## config.mk

```make
export PLATFORM = sky130hd
export DESIGN_NAME = odd_post_adder
export DESIGN_NICKNAME = d
export VERILOG_FILES = /design/src/rtl/odd_post_pkg.sv /design/src/rtl/odd_post_seqpos.sv /design/src/rtl/odd_post_datapath.sv /design/src/rtl/odd_post_adder.sv
export SDC_FILE = /design/constraint.sdc
export NUM_CORES = 1
export LEC_CHECK = 0
export BUFFER_PORTS_ARGS = -buffer_cell sky130_fd_sc_hd__buf_2
export CORE_MARGIN = 10
export CORE_UTILIZATION = 40
export DETAILED_ROUTE_END_ITERATION = 8
export SYNTH_ARGS = -nofsm -noshare
export SYNTH_HDL_FRONTEND = slang
export SYNTH_HIERARCHICAL = 1
export SYNTH_SLANG_ARGS = --single-unit
```

## constraint.sdc

```tcl
create_clock -name clk -period 6.29 [get_ports clk]
set_input_delay 0 -clock clk [delete_from_list [all_inputs] [get_ports clk]]
set_output_delay 0 -clock clk [all_outputs]
set_load 0.01 [all_outputs]
```

## src/rtl/odd_post_pkg.sv

```systemverilog
package odd_post_pkg;
  function automatic int out_width(int dw, int len);
    return dw + $clog2(len);
  endfunction
endpackage

```

## src/rtl/odd_post_seqpos.sv

```systemverilog
module odd_post_seqpos #(
  parameter int LEN = 4
) (
  input  logic clk,
  input  logic rst_n,
  input  logic fire,
  input  logic start,
  output logic first
);
  localparam int PW = $clog2(LEN + 1);

  logic [PW-1:0] pos;

  assign first = start || (pos == PW'(LEN));

  always_ff @(posedge clk) begin
    if (!rst_n)    pos <= PW'(LEN);
    else if (fire) pos <= first ? PW'(1) : pos + PW'(1);
  end

  // position never runs past the sequence length
  p_pos_bound_r4: assert property (@(posedge clk) disable iff (!rst_n)
    pos <= PW'(LEN));
  // position moves only on a transfer
  p_pos_hold_r6: assert property (@(posedge clk) disable iff (!rst_n)
    !fire |=> $stable(pos));
endmodule

```

## src/rtl/odd_post_datapath.sv

```systemverilog
module odd_post_datapath #(
  parameter int DW = 8,
  parameter int OW = 10
) (
  input  logic          clk,
  input  logic          rst_n,
  input  logic          fire,
  input  logic          first,
  input  logic [DW-1:0] in_data,
  output logic [OW-1:0] result
);
  logic signed [OW-1:0] acc, ext, scaled, prior, diff;

  assign ext    = {{(OW-DW){in_data[DW-1]}}, in_data};
  assign scaled = first ? (ext >>> 1) : ext;
  assign prior  = first ? '0 : acc;
  assign diff   = scaled - prior;
  assign result = diff;

  always_ff @(posedge clk) begin
    if (!rst_n)    acc <= '0;
    else if (fire) acc <= diff;
  end

  // accumulator holds when no word is taken
  p_acc_hold_r6: assert property (@(posedge clk) disable iff (!rst_n)
    !fire |=> $stable(acc));
  // accumulator keeps the last delivered output
  p_acc_load_r2: assert property (@(posedge clk) disable iff (!rst_n)
    fire |=> acc == $past(result));
endmodule

```

## src/rtl/odd_post_adder.sv

```systemverilog
module odd_post_adder #(
  parameter int DW  = 8,
  parameter int LEN = 4,
  parameter int OW  = odd_post_pkg::out_width(DW, LEN)
) (
  input  logic          clk,
  input  logic          rst_n,
  input  logic          in_valid,
  output logic          in_ready,
  input  logic [DW-1:0] in_data,
  input  logic          in_start,
  output logic          out_valid,
  input  logic          out_ready,
  output logic [OW-1:0] out_data
);
  logic fire, first;

  assign in_ready  = out_ready;
  assign out_valid = in_valid;
  assign fire      = in_valid && out_ready;

  odd_post_seqpos #(.LEN(LEN)) u_pos (
    .clk(clk), .rst_n(rst_n), .fire(fire), .start(in_start), .first(first)
  );

  odd_post_datapath #(.DW(DW), .OW(OW)) u_dp (
    .clk(clk), .rst_n(rst_n), .fire(fire), .first(first),
    .in_data(in_data), .result(out_data)
  );

  // a started word yields the halved input at the port
  p_start_half_r3: assert property (@(posedge clk) disable iff (!rst_n)
    (fire && in_start) |-> ($signed(out_data) ==
      ($signed({{(OW-DW){in_data[DW-1]}}, in_data}) >>> 1)));
endmodule

```

==> run_results.csv <==
group,metric,value,unit
worst_setup_path,critical_path.endpoint_type,"output port",
worst_setup_path,worst-endpoint-required,6290,ps
logic_synthesis,async_reset_ff_share,0,%
worst_setup_path,crit_path_capture,"out_data[8]",
clock_tree,cts_repair_resize_count,0,
finish,layout.area.seq,260,sq um
route,routedLengthMet1,1.04,mm
route,post_drt_via_cell_ratio,5.30,
timing,max_clock_freq,0.303,GHz
pwr,power_density_normalized_to_cell_area,190,nW/um^2
floorplan,core-area,2810,sq um
grt,number_of_global_route_vias_before_repair,949,
route,detail-route-antenna-nets,0,
timing,final_period_minus_worst_setup_slack,3300,ps
worst_setup_path,worstPathMaxFanout,20,
timing,report.final.hold_viol_count,0,
worst_setup_path,critPathArrivalTime,3300,ps
place,place.detailed.instances,182,
route,dr_total_vias,985,
logic_synthesis,post_synth_edffs,0,
floorplan,num_rows,19,
timing,period_share,52.5,%
floorplan,die_area,5540,sq um
grt,largest_net_degree_at_the_start_of_global_routing,24,
logic_synthesis,netlist_area,1190,sq um
route,dr_wl_met3,182,um
place,numPortBuffers,24,
finish,layoutNonFillerInstCount,186,
logic_synthesis,mappedNetlistNets,160,
logic_synthesis,synth.distinct_cells,41,
timing,final-max-slew-violation-count,0,
floorplan,ios,25,
clock_tree,cts_inserted_buffers,3,
timing,final-setup-viol-count,0,
logic_synthesis,synthesis.area_per_instance,8.79,sq um
worst_setup_path,reg2reg_from,"u_pos/pos[0]",
worst_setup_path,slowest_stage,"sky130_fd_sc_hd__fa_1",
worst_setup_path,critical_path_cell_count,14,
route,dr_wl_met2,1.27,mm
logic_synthesis,yosysTopAreaCell,"sky130_fd_sc_hd__dfxtp_1",
worst_setup_path,crit_chain,"inv_1 -> ha_1 -> a21oi_1 -> inv_1 -> mux2i_1 -> ha_1 -> fa_1 -> nand2b_1 -> a21oi_1 -> o21ai_0 -> a21oi_1 -> xnor2_1 -> inv_1 -> buf_2",
worst_setup_path,cp_num_buf_inv,4,
logic_synthesis,synth_flop_cell,"sky130_fd_sc_hd__dfxtp_1",
route,drc_violation_count_after_routing,0,
finish,area_delta_synth_final,11.5,%
timing,relSlewSlack,44.6,%
route,detail_route.first_pass.iterations,4,
grt,groute.usage.overall,8.99,%
logic_synthesis,ys_seq_elements,13,
worst_setup_path,timing.setup.critical_path_class,"reg2out",
timing,fin_skew,0.319,ps
worst_setup_path,critical-path-top-delay-family,"adder cells",
grt,grt_first_pass_wirelength,4.03,mm
worst_setup_path,worstSetupStartpoint,"u_pos/pos[0]",
timing,setup-tns-final,0,ps
place,place_hpwl,1.95,mm
floorplan,initial_utilization,42.3,%
worst_setup_path,timing.reg2reg.worst_path_depth,13,
timing,hold_ws,59.5,ps
clock_tree,cts_hold_repair.buffers,0,
floorplan,dieHeight,74.5,um
timing,timing_worst_slew_pin_value,831,ps
grt,grt_overflow_total,0,
hold_path,hold_removal_path_class,"in2reg",
worst_setup_path,cp_slowest_stage_delay,420,ps
place,gp_routability_congestion,0.765,
route,detail_route.iter0.violations,46,
route,top_layer_used,"met3",
pwr,power.static_leakage,0.591,nW
clock_tree,cts-htree-levels,1,
grt,antenna_found_initial,0,
logic_synthesis,synth_top_cells_by_area,"sky130_fd_sc_hd__dfxtp_1 22%, sky130_fd_sc_hd__ha_1 12%, sky130_fd_sc_hd__mux2i_1 5.9%",
logic_synthesis,ys_seq_area_share,21.9,%
pwr,ir_worst_vdd,0.0000829,V
logic_synthesis,ys.warnings.count,6,
worst_setup_path,critical_path.startpoint_type,"flip-flop",
clock_tree,root_buffer,"sky130_fd_sc_hd__clkbuf_4",
clock_tree,path_clk_slew,80,ps
floorplan,dieWidth,74.5,um
finish,num_antenna_cells,0,
clock_tree,tritoncts,"yes",
status,outcome,"complete, no violations",
job,drv.max_cap_violation_count,0,
worst_setup_path,worstReg2RegEnd,"u_dp/acc[9]",
worst_setup_path,rrSetupSlack,3210,ps
finish,multi_input_comb_area,832,sq um
finish,share_of_post_route_cells_with_drive_strength_above_1,25.2,%
route,routed_wl,2.49,mm
logic_synthesis,fraction_of_post_synthesis_cell_area_in_the_top_cell_type_by_area,21.9,%
clock_tree,cts.sink_count,13,
clock_tree,clock_latency,280,ps
clock_tree,cts_post_setup_buffers_inserted,0,
route,route.detailed.wl_per_inst,13.4,um
finish,finalNetCount,181,
clock_tree,ctsLongestPathBuffers,2,
logic_synthesis,synthesis.instances,135,
finish,layout.filler_cells,291,
timing,grt_setup_unrepaired,"no",
-- sequential cells by signal, summed over array words and instances, names as in the netlist --
signal and flops:
u_pos/pos 3, u_dp/acc 10
-- layout by cell type (no fill, tap or decap), types with 4 or more instances in the layout --
| cell type | instances |
|---|---|
| sky130_fd_sc_hd__buf_2 | 24 |
| sky130_fd_sc_hd__ha_1 | 11 |
| sky130_fd_sc_hd__o21ai_0 | 4 |
| sky130_fd_sc_hd__xnor2_1 | 6 |
| sky130_fd_sc_hd__mux2_2 | 5 |
| sky130_fd_sc_hd__mux2i_1 | 7 |
| sky130_fd_sc_hd__dfxtp_1 | 13 |
| sky130_fd_sc_hd__a21oi_1 | 7 |
| sky130_fd_sc_hd__inv_1 | 12 |
| sky130_fd_sc_hd__nand2b_1 | 9 |
| sky130_fd_sc_hd__nor2b_1 | 7 |
| sky130_fd_sc_hd__nand2_1 | 5 |
-- per-stage QoR --
| step | power [W] | utilization, % | setup slack [ps] | area [sq um] |
|---|---|---|---|---|
| after floorplan | 0.000171 | - | 3370 | 1190 |
| after global placement | 0.000199 | 46.2 | 3270 | 1300 |
| after detailed placement | 0.000200 | 46.2 | 3210 | 1300 |
| after CTS | 0.000258 | 47.1 | 2960 | 1320 |
| after global routing | 0.000273 | 47.1 | 2590 | 1320 |
| final | 0.000251 | 47.1 | 2990 | 1320 |
-- final cells by class --
| type | instances | area share, % |
|---|---|---|
| clock buffers | 4 | 1.99 |
| inverters | 12 | 3.41 |
| multi-input cells | 102 | 62.9 |
| flip-flops and latches | 13 | 19.7 |
| well taps | 31 | 2.93 |
| repair buffers | 24 | 9.08 |
-- kinds of logic after synthesis --
| group | count (synthesis) | synth area share [%] |
|---|---|---|
| adders and majority gates | 12 | 13.3 |
| and+or+nand+nor | 42 | 22.6 |
| buffers and inverters | 20 | 7.91 |
| AOI/OAI and AO/OA | 27 | 17.0 |
| muxes | 12 | 10.7 |
| xor gates and xnor gates | 9 | 6.65 |
| DFF | 13 | 21.9 |
-- layer usage --
layer | GRT usage, % | vias up
met2 | 16.5 | 18
met3 | 3.86 | 0
met5 | 0 | -
met1 | 9.73 | 458
met4 | 0.630 | 0
li1 | - | 509
-- worst min-delay path by stage --
stage,from,end,slack [ps],cells past startpoint
CTS,in_start,u_pos/pos[0],30,3
finish,in_start,u_pos/pos[0],60,3
detailed placement,in_valid,out_valid,200,2
floorplan,out_ready,in_ready,90,1
global route,in_start,u_pos/pos[0],60,3
global placement,out_ready,in_ready,200,2
-- worst min-delay path, cell delays in order --
cell and delay, ps:
sky130_fd_sc_hd__buf_2 90, sky130_fd_sc_hd__a21oi_1 50, sky130_fd_sc_hd__a31oi_1 150
-- power by group --
part,internal (W),switching (W),total [W]
sequential,0.0000889,0.00000434,0.0000933
clock,0.0000246,0.0000293,0.0000539
combinational,0.0000477,0.0000561,0.000104
total,0.000161,0.0000898,0.000251
-- synth_stat cells (3+ instances only) --
cell type,count
sky130_fd_sc_hd__dfxtp_1,13
sky130_fd_sc_hd__inv_1,12
sky130_fd_sc_hd__ha_1,11
sky130_fd_sc_hd__nand2b_1,9
sky130_fd_sc_hd__a21oi_1,7
sky130_fd_sc_hd__mux2i_1,7
sky130_fd_sc_hd__nor2b_1,7
sky130_fd_sc_hd__xnor2_1,6
sky130_fd_sc_hd__buf_4,5
sky130_fd_sc_hd__mux2_2,5
sky130_fd_sc_hd__nand2_1,5
sky130_fd_sc_hd__o21ai_0,4
sky130_fd_sc_hd__clkbuf_1,3
sky130_fd_sc_hd__nand3_1,3
sky130_fd_sc_hd__nor2_1,3
sky130_fd_sc_hd__xor2_1,3
Power figures use the tool's default switching activity.
